<file path="src/rtl/wrf_pkg.sv">
`timescale 1ns/1ps
package wrf_pkg;
  typedef enum logic [1:0] {
    ACC_BIT  = 2'd0,
    ACC_NIB  = 2'd1,
    ACC_PAIR = 2'd2,
    ACC_RAW  = 2'd3
  } acc_t;

  localparam logic [2:0] OFS_A = 3'd0;
  localparam logic [2:0] OFS_E = 3'd1;
  localparam logic [2:0] OFS_L = 3'd2;
  localparam logic [2:0] OFS_H = 3'd3;
  localparam logic [2:0] OFS_X = 3'd4;
  localparam logic [2:0] OFS_W = 3'd5;
  localparam logic [2:0] OFS_Z = 3'd6;
  localparam logic [2:0] OFS_Y = 3'd7;

  // pair code -> offset of low nibble
  function automatic logic [2:0] pair_low(input logic [2:0] pc);
    case (pc)
      3'd0:    pair_low = OFS_A;
      3'd1:    pair_low = OFS_L;
      3'd2:    pair_low = OFS_X;
      3'd3:    pair_low = OFS_Z;
      3'd4:    pair_low = OFS_L;
      default: pair_low = OFS_A;
    endcase
  endfunction

  // pair code -> offset of high nibble
  function automatic logic [2:0] pair_high(input logic [2:0] pc);
    case (pc)
      3'd0:    pair_high = OFS_E;
      3'd1:    pair_high = OFS_H;
      3'd2:    pair_high = OFS_W;
      3'd3:    pair_high = OFS_Y;
      3'd4:    pair_high = OFS_W;
      default: pair_high = OFS_E;
    endcase
  endfunction

  function automatic logic pair_legal(input logic [2:0] pc);
    pair_legal = (pc <= 3'd4);
  endfunction
endpackage

</file>
<file path="src/rtl/wrf_decode.sv">
`timescale 1ns/1ps
module wrf_decode
  import wrf_pkg::*;
#(
  parameter int NUM_BANKS = 4,
  parameter int REGS_PER_BANK = 8,
  parameter int NIB_W = 4,
  localparam int BANK_W = $clog2(NUM_BANKS),
  localparam int OFF_W = $clog2(REGS_PER_BANK),
  localparam int ADDR_W = BANK_W + OFF_W,
  localparam int BIT_W = $clog2(NIB_W)
) (
  input  logic              clk,
  input  logic              rst_n,
  input  logic              bank_en,
  input  logic [BANK_W-1:0] bank_sel,
  input  acc_t              acc,
  input  logic [OFF_W-1:0]  reg_code,
  input  logic [BIT_W-1:0]  bit_idx,
  input  logic [ADDR_W-1:0] raw_addr,
  input  logic [2*NIB_W-1:0] wr_data,
  input  logic              wr_en,
  input  logic [NIB_W-1:0]  rd_lo,
  output logic [ADDR_W-1:0] lo_addr,
  output logic [ADDR_W-1:0] hi_addr,
  output logic              lo_we,
  output logic              hi_we,
  output logic [NIB_W-1:0]  lo_wdata,
  output logic [NIB_W-1:0]  hi_wdata,
  output logic              illegal
);
  logic [BANK_W-1:0] eff_bank;
  logic [OFF_W-1:0]  lo_off, hi_off;
  logic              pair_ok;

  assign eff_bank = bank_en ? bank_sel : '0;
  assign pair_ok  = pair_legal(3'(reg_code));

  always_comb begin
    lo_off = reg_code;
    hi_off = reg_code;
    if (acc == ACC_PAIR) begin
      lo_off = OFF_W'(pair_low(3'(reg_code)));
      hi_off = OFF_W'(pair_high(3'(reg_code)));
    end
  end

  always_comb begin
    if (acc == ACC_RAW) begin
      lo_addr = raw_addr;
      hi_addr = raw_addr;
    end else begin
      lo_addr = {eff_bank, lo_off};
      hi_addr = {eff_bank, hi_off};
    end
  end

  assign illegal = (acc == ACC_PAIR) && !pair_ok;

  always_comb begin
    lo_we    = wr_en && !illegal;
    hi_we    = wr_en && (acc == ACC_PAIR) && pair_ok;
    lo_wdata = wr_data[NIB_W-1:0];
    hi_wdata = wr_data[2*NIB_W-1:NIB_W];
    if (acc == ACC_BIT) begin
      lo_wdata = rd_lo;
      lo_wdata[bit_idx] = wr_data[0];
    end
  end

  // an unsupported pair code never writes
  p_illegal_no_write_r8: assert property (@(posedge clk) disable iff (!rst_n)
    illegal |-> (!lo_we && !hi_we));

  // flag low pins named accesses to bank 0
  p_bank_zero_r3: assert property (@(posedge clk) disable iff (!rst_n)
    (!bank_en && acc != ACC_RAW) |-> (lo_addr[ADDR_W-1:OFF_W] == '0 && hi_addr[ADDR_W-1:OFF_W] == '0));

  // a bit write alters at most one bit of the nibble
  p_bit_single_r5: assert property (@(posedge clk) disable iff (!rst_n)
    (acc == ACC_BIT && lo_we) |-> ($countones(lo_wdata ^ rd_lo) <= 1));

  // a legal pair write drives two distinct nibbles together
  p_pair_both_r6: assert property (@(posedge clk) disable iff (!rst_n)
    (acc == ACC_PAIR && wr_en && !illegal) |-> (lo_we && hi_we && lo_addr != hi_addr));
endmodule

</file>
<file path="src/rtl/wrf_store.sv">
`timescale 1ns/1ps
module wrf_store #(
  parameter int DEPTH = 32,
  parameter int NIB_W = 4,
  localparam int ADDR_W = $clog2(DEPTH)
) (
  input  logic              clk,
  input  logic              rst_n,
  input  logic [ADDR_W-1:0] lo_addr,
  input  logic [ADDR_W-1:0] hi_addr,
  input  logic              lo_we,
  input  logic              hi_we,
  input  logic [NIB_W-1:0]  lo_wdata,
  input  logic [NIB_W-1:0]  hi_wdata,
  output logic [NIB_W-1:0]  rd_lo,
  output logic [NIB_W-1:0]  rd_hi
);
  logic [DEPTH-1:0][NIB_W-1:0] mem_q;

  for (genvar gi = 0; gi < DEPTH; gi++) begin : g_ent
    logic             hit_lo, hit_hi, ent_en;
    logic [NIB_W-1:0] ent_d;

    always_comb begin
      hit_lo = lo_we && (lo_addr == ADDR_W'(gi));
      hit_hi = hi_we && (hi_addr == ADDR_W'(gi));
      ent_en = hit_lo || hit_hi;
      ent_d  = hit_hi ? hi_wdata : lo_wdata;
    end

    always_ff @(posedge clk or negedge rst_n) begin
      if (!rst_n)      mem_q[gi] <= '0;
      else if (ent_en) mem_q[gi] <= ent_d;
    end
  end

  assign rd_lo = mem_q[lo_addr];
  assign rd_hi = mem_q[hi_addr];

  // with no write strobe the contents hold
  p_hold_r9: assert property (@(posedge clk) disable iff (!rst_n)
    (!lo_we && !hi_we) |=> $stable(mem_q));

  // the high nibble of a pair write lands in storage
  p_hi_lands_r6: assert property (@(posedge clk) disable iff (!rst_n)
    hi_we |=> (mem_q[$past(hi_addr)] == $past(hi_wdata)));

  // a low-side write lands unless the high side shares its address
  p_lo_lands_r4: assert property (@(posedge clk) disable iff (!rst_n)
    (lo_we && !(hi_we && hi_addr == lo_addr)) |=> (mem_q[$past(lo_addr)] == $past(lo_wdata)));
endmodule

</file>
<file path="src/rtl/wreg_bank_file.sv">
`timescale 1ns/1ps
module wreg_bank_file
  import wrf_pkg::*;
#(
  parameter int NUM_BANKS = 4,
  parameter int REGS_PER_BANK = 8,
  parameter int NIB_W = 4,
  localparam int BANK_W = $clog2(NUM_BANKS),
  localparam int OFF_W = $clog2(REGS_PER_BANK),
  localparam int ADDR_W = BANK_W + OFF_W,
  localparam int BIT_W = $clog2(NIB_W),
  localparam int DEPTH = NUM_BANKS * REGS_PER_BANK
) (
  input  logic               clk,
  input  logic               rst_n,
  input  logic               bank_en,
  input  logic [BANK_W-1:0]  bank_sel,
  input  logic [1:0]         acc_width,
  input  logic [OFF_W-1:0]   reg_code,
  input  logic [BIT_W-1:0]   bit_idx,
  input  logic [ADDR_W-1:0]  raw_addr,
  input  logic [2*NIB_W-1:0] wr_data,
  input  logic               wr_en,
  output logic [2*NIB_W-1:0] rd_data,
  output logic               illegal
);
  logic              rst_meta_n, rst_sync_n;
  acc_t              acc;
  logic [ADDR_W-1:0] lo_addr, hi_addr;
  logic              lo_we, hi_we;
  logic [NIB_W-1:0]  lo_wdata, hi_wdata, rd_lo, rd_hi;

  // asynchronous assertion, synchronous release
  always_ff @(posedge clk or negedge rst_n) begin
    if (!rst_n) begin
      rst_meta_n <= 1'b0;
      rst_sync_n <= 1'b0;
    end else begin
      rst_meta_n <= 1'b1;
      rst_sync_n <= rst_meta_n;
    end
  end

  assign acc = acc_t'(acc_width);

  wrf_decode #(
    .NUM_BANKS(NUM_BANKS), .REGS_PER_BANK(REGS_PER_BANK), .NIB_W(NIB_W)
  ) u_dec (
    .clk(clk), .rst_n(rst_sync_n),
    .bank_en(bank_en), .bank_sel(bank_sel), .acc(acc),
    .reg_code(reg_code), .bit_idx(bit_idx), .raw_addr(raw_addr),
    .wr_data(wr_data), .wr_en(wr_en), .rd_lo(rd_lo),
    .lo_addr(lo_addr), .hi_addr(hi_addr), .lo_we(lo_we), .hi_we(hi_we),
    .lo_wdata(lo_wdata), .hi_wdata(hi_wdata), .illegal(illegal)
  );

  wrf_store #(.DEPTH(DEPTH), .NIB_W(NIB_W)) u_store (
    .clk(clk), .rst_n(rst_sync_n),
    .lo_addr(lo_addr), .hi_addr(hi_addr), .lo_we(lo_we), .hi_we(hi_we),
    .lo_wdata(lo_wdata), .hi_wdata(hi_wdata), .rd_lo(rd_lo), .rd_hi(rd_hi)
  );

  always_comb begin
    rd_data = '0;
    case (acc)
      ACC_BIT:  rd_data[0] = rd_lo[bit_idx];
      ACC_NIB:  rd_data[NIB_W-1:0] = rd_lo;
      ACC_PAIR: if (!illegal) rd_data = {rd_hi, rd_lo};
      default:  rd_data[NIB_W-1:0] = rd_lo;
    endcase
  end

  // bit reads never set the upper seven bits
  p_bit_read_r5: assert property (@(posedge clk) disable iff (!rst_sync_n)
    (acc == ACC_BIT) |-> (rd_data[2*NIB_W-1:1] == '0));

  // illegal pair reads return zero
  p_illegal_zero_r8: assert property (@(posedge clk) disable iff (!rst_sync_n)
    illegal |-> (rd_data == '0));
endmodule

</file>
<file path="config.mk">
export PLATFORM = sky130hd
export DESIGN_NAME = wreg_bank_file
export DESIGN_NICKNAME = d
export VERILOG_FILES = /design/src/rtl/wrf_pkg.sv /design/src/rtl/wrf_decode.sv /design/src/rtl/wrf_store.sv /design/src/rtl/wreg_bank_file.sv
export SDC_FILE = /design/constraint.sdc
export NUM_CORES = 1
export LEC_CHECK = 0
export CAP_MARGIN = 10
export CORE_MARGIN = 5
export CORE_UTILIZATION = 30
export CTS_BUF_LIST = sky130_fd_sc_hd__clkbuf_4 sky130_fd_sc_hd__clkbuf_8 sky130_fd_sc_hd__clkbuf_16
export DETAILED_ROUTE_END_ITERATION = 10
export PLACE_DENSITY = 0.46
export SETUP_SLACK_MARGIN = 0.05
export SKIP_CTS_REPAIR_TIMING = 1
export SKIP_LAST_GASP = 1
export SYNTH_ARGS = -nofsm -noshare
export SYNTH_HDL_FRONTEND = slang
export SYNTH_SLANG_ARGS = --single-unit
</file>
<file path="constraint.sdc">
create_clock -name clk -period 4.86 [get_ports clk]
set_input_delay 1.215 -clock clk [delete_from_list [all_inputs] [get_ports clk]]
set_output_delay 1.215 -clock clk [all_outputs]
set_load 0.01 [all_outputs]
</file>
==> results by stage, run 1 <==
Outcome:
- The run finished with clean final reports.

Yosys:
- sky130_fd_sc_hd__dfrtp_1 takes more of the synthesized area than any other cell.
- Summing every instance area after synthesis gives 0.00911 mm².
- Of the post-synthesis cell area, the dominant cell type holds between 30% and 40%.
- For this run, asynchronously set or reset flops after synthesis account for between 90% and 100%.
- The mean instance size in the synthesized netlist is around 8 µm².
- The number of cells produced by synthesis is 1140.
- The total nets after synthesis is around 1200.
- In the synthesized netlist the dominant register cell turns out to be sky130_fd_sc_hd__dfrtp_1.
- Yosys mapped a number of flops with a built-in enable equal to 0.
- After synthesis, the netlist uses between 60 and 70 different library cells.
- Counting flops and latches in the post-synthesis netlist gives between 100 and 150.
- The proportion of synthesized chip area in sequential cells is about 36%.
- In the post-synthesis netlist, the biggest area contributors are sky130_fd_sc_hd__dfrtp_1, sky130_fd_sc_hd__nor2_1, sky130_fd_sc_hd__nand2_1, sky130_fd_sc_hd__o31ai_1, sky130_fd_sc_hd__mux2i_1.
- During synthesis, Yosys emitted a total of 0 warnings.

Routing:
- After detailed routing, the total wire length is 43100 µm.
- Summing over every cut layer, the via total after detailed routing is ~10000.
- The initial DRC count is approximately 1100.
- The routed wirelength normalized by instance count is approximately 26 µm.
- The remaining design rule violation count is 0.
- Using the TritonRoute via totals, the vias-per-cell ratio works out to 5.92.
- In this run the remaining antenna-violating nets after routing total 0.
- The detailed-router iteration count before antenna repair is 8.

Floorplan:
- The row count is 63.
- Measured along the y axis, the die boundary spans around 180 µm.
- The die covers 0.0339 mm².
- The initial standard-cell utilization of the core is 30.6%.
- 35 I/O pins were placed.
- The x dimension of the die is around 180 µm.
- The core region is roughly 0.030 mm².

Placed design:
- The congestion estimate from routability-driven global placement came to 0.960.
- The count of input and output buffers is 34.
- OpenSTA, run right after detailed placement, puts the worst setup slack at -920 ps.
- The sum of net half-perimeters after detailed placement is slightly above 30000 µm.

Pwr:
- The power density over the cells is about 370 mW/mm².
- Summed over all cells, the static leakage comes to about 5 nW.
- Power comes to ~4.6 mW.
- The maximum vdd drop is roughly 0.26 mV.

Worst setup path:
- The maximum fanout encountered on the critical timing path is 7.
- The largest stage delay on the critical path is between 400 and 500 ps.
- The sort of element at the start of the critical path is an input pin.
- The startpoint of the worst setup timing path is acc_width[1].
- The worst setup path is captured at a primary output.
- At the worst endpoint, the required time is approximately 3600 ps.
- The standard cell with the maximum stage delay on the critical path is sky130_fd_sc_hd__a2111oi_1.
- The worst setup path is of the in -> out kind.
- The endpoint arrival time on the critical path is 3580 ps.
- The critical path goes through buf_8 > buf_12 > nand2b_4 > and2_1 > buf_12 > buf_4 > a2111oi_1 > nor4_2 > a211o_1 > nor3_4 > o31ai_4 > buf_6.
- The count of buffering cells on the critical path with inverters included is 5.
- On the critical path the largest part of the delay comes from compound AO/OA/AOI/OAI gates.
- The reg-to-reg startpoint is u_store.mem_q[122]$_DFFE_PN0P_.
- The most numerous cell type found on the critical path is sky130_fd_sc_hd__buf_12.

Timing:
- Between clock sinks in the finished design, the worst skew comes to roughly 18 ps.
- After routing, the total negative slack on setup checks comes to 0 ps.
- The number of endpoints with negative hold slack in the final report is 0.
- On the final layout, the worst hold slack is 353 ps.
- For the pin with the worst max-slew slack, the measured transition is roughly 1200 ps.
- The count of final setup violators is 0.
- The highest clock frequency the design can meet is 0.208 GHz.
- The headroom to the max-slew limit is between 20 and 25%.
- The fraction of the cycle the final worst path needs is 98.7%.
- Setup repair after global routing could not meet its margin everywhere.
- The routed design could run at a clock period as short as about 4800 ps.
- In the post-route analysis, the smallest setup slack over all paths is between 60 and 70 ps.
- The total count of max-transition violations in the final report is 0.

Clock network:
- TritonCTS built the clock tree.
- In this run the number of H-tree levels came out at 4.
- The number of clock sinks is 130.
- The maximum buffer depth of the clock tree is 2.
- The number of clock buffers added by TritonCTS is 17.
- The clock reaches the later pin of the worst-skew pair after 450 ps.
- The CTS clock-pin slew for the worst setup and hold paths is roughly 60 ps.
- CTS placed an instance of sky130_fd_sc_hd__clkbuf_16 at the clock tree root.

GRT:
- The total congestion overflow is 0.
- Global routing consumed, over all layers together, between 20% and 30% of the routing resources.
- The global-route wire length before repair is about 63000 µm.
- The maximum number of pins on one net before global-route repair is around 130.
- The number of global-route vias before repair came to roughly 9500.
- The initial antenna violation count is 0.

Finish:
- The layout has between 3000 and 4000 filler cells.
- 0 antenna diodes ended up in the layout.
- In the final layout, the multi-input gates occupy roughly 0.0058 mm².
- The most common cell after layout, fill and taps aside is sky130_fd_sc_hd__nor2_1.
- The synthesis-to-finish area growth is 34.5%.
- Registers take roughly 0.0033 mm².
- The fraction of final layout cells with drive strength greater than 1 is between 20% and 30%.
- The top cell types in the final layout, fill and taps aside, are sky130_fd_sc_hd__nor2_1, sky130_fd_sc_hd__nand2_1, sky130_fd_sc_hd__buf_4, sky130_fd_sc_hd__dfrtp_1, sky130_fd_sc_hd__o31ai_1.
- The post-layout net count is 1311.

Flow run:
- Across the run, the number of max-cap violations was 0.

Hold path:
- The worst min-delay path startpoint is rst_meta_n$_DFF_PN0_.
- The class of the tightest hold or removal check is reg -> reg.
[synth_stat cells, types with 3 or more instances]
| cell type | number |
|---|---|
| sky130_fd_sc_hd__a31oi_1 | 8 |
| sky130_fd_sc_hd__o21ai_1 | 4 |
| sky130_fd_sc_hd__buf_1 | 9 |
| sky130_fd_sc_hd__a21oi_1 | 72 |
| sky130_fd_sc_hd__nor3_1 | 9 |
| sky130_fd_sc_hd__mux2_2 | 6 |
| sky130_fd_sc_hd__o21ai_0 | 50 |
| sky130_fd_sc_hd__dfrtp_1 | 130 |
| sky130_fd_sc_hd__or3_1 | 5 |
| sky130_fd_sc_hd__nand4_1 | 6 |
| sky130_fd_sc_hd__buf_4 | 6 |
| sky130_fd_sc_hd__and3_1 | 6 |
| sky130_fd_sc_hd__o31ai_1 | 79 |
| sky130_fd_sc_hd__nor2_1 | 187 |
| sky130_fd_sc_hd__mux2i_1 | 38 |
| sky130_fd_sc_hd__clkbuf_1 | 57 |
| sky130_fd_sc_hd__o22ai_1 | 4 |
| sky130_fd_sc_hd__nand3_1 | 44 |
| sky130_fd_sc_hd__a211oi_1 | 20 |
| sky130_fd_sc_hd__nand2_1 | 159 |
| sky130_fd_sc_hd__a21boi_0 | 7 |
| sky130_fd_sc_hd__nor3b_2 | 3 |
| sky130_fd_sc_hd__buf_2 | 17 |
| sky130_fd_sc_hd__o311ai_0 | 10 |
| sky130_fd_sc_hd__a22oi_1 | 32 |
| sky130_fd_sc_hd__nand2b_1 | 4 |
| sky130_fd_sc_hd__buf_6 | 5 |
| sky130_fd_sc_hd__o211ai_1 | 26 |
| sky130_fd_sc_hd__a221oi_1 | 33 |
| sky130_fd_sc_hd__mux4_2 | 3 |
| sky130_fd_sc_hd__nor4_1 | 3 |
| sky130_fd_sc_hd__a311oi_1 | 18 |
| sky130_fd_sc_hd__and2_1 | 18 |
| sky130_fd_sc_hd__inv_1 | 7 |
| sky130_fd_sc_hd__nor2b_1 | 3 |
| sky130_fd_sc_hd__a2111oi_0 | 6 |
[per-stage QoR]
step | utilization [%] | area [µm²] | std cells
global placement | 37.3 | 11100 | 1638
floorplan | - | 9110 | 1140
global route | 41.1 | 12200 | 1688
detailed placement | 37.3 | 11100 | 1638
CTS | 39.1 | 11600 | 1670
finish | 41.1 | 12200 | 1688
[layout make-up]
class                           instances  area share, %
Multi-Input combinational cell        910           47.6
Inverter                                7          0.215
Sequential cell                       130           26.6
Tap cell                              390           3.98
Clock inverter                         15          0.899
Timing Repair Buffer                  219           17.3
Clock buffer                           17           3.47
[sequential cells by signal, indices dropped and copies added, names as in the netlist]
register	flops
u_store.mem_q	128
rst_meta_n	1
rst_sync_n	1
[kinds of logic after synthesis]
logic type | share of synthesized area (%)
muxes | 5.66
and+or+nand+nor | 22.6
AOI/OAI and AO/OA | 31.0
other | 0.0412
DFF | 35.7
buffers and inverters | 5.06
[layer usage]
metal	global-route usage (%)	wire (µm)	vias to the layer above	share of wire, %
met3	3.34	2520	63	5.8
met5	0	0	-	0
met1	34.5	19200	5005	44
li1	-	-	4555	-
met4	9.05	1650	0	3.8
met2	39.8	19800	362	46
[report_power, final]
group / switching (mW) / total (mW) / leakage (nW) / internal (mW)
sequential: 0.376 / 1.77 / 1.68 / 1.39
clock: 0.566 / 1.22 / 0.258 / 0.655
combinational: 0.871 / 1.60 / 3.05 / 0.725
[final timing paths]
kind	slack (ps)	to	cells past startpoint
min in group asynchronous	400	u_store.mem_q[22]$_DFFE_PN0P_	1
setup / recovery	60	rd_data[0]	12
hold reg to reg	350	rst_sync_n$_DFF_PN0_	0
setup reg to reg	2400	u_store.mem_q[10]$_DFFE_PN0P_	8
max in group asynchronous	3800	rst_sync_n$_DFF_PN0_	1
hold / removal	350	rst_sync_n$_DFF_PN0_	0
Power figures use the tool's default switching activity.
==> inputs of run 2 (changes only) <==
--- a/config.mk
+++ b/config.mk
@@ -13,7 +13,6 @@
 export PLACE_DENSITY = 0.46
 export SETUP_SLACK_MARGIN = 0.05
 export SKIP_CTS_REPAIR_TIMING = 1
-export SKIP_LAST_GASP = 1
 export SYNTH_ARGS = -nofsm -noshare
 export SYNTH_HDL_FRONTEND = slang
 export SYNTH_SLANG_ARGS = --single-unit
==> results of run 2 <==
Same layout as run 1: the final DEF is identical, and so are final timing and power.
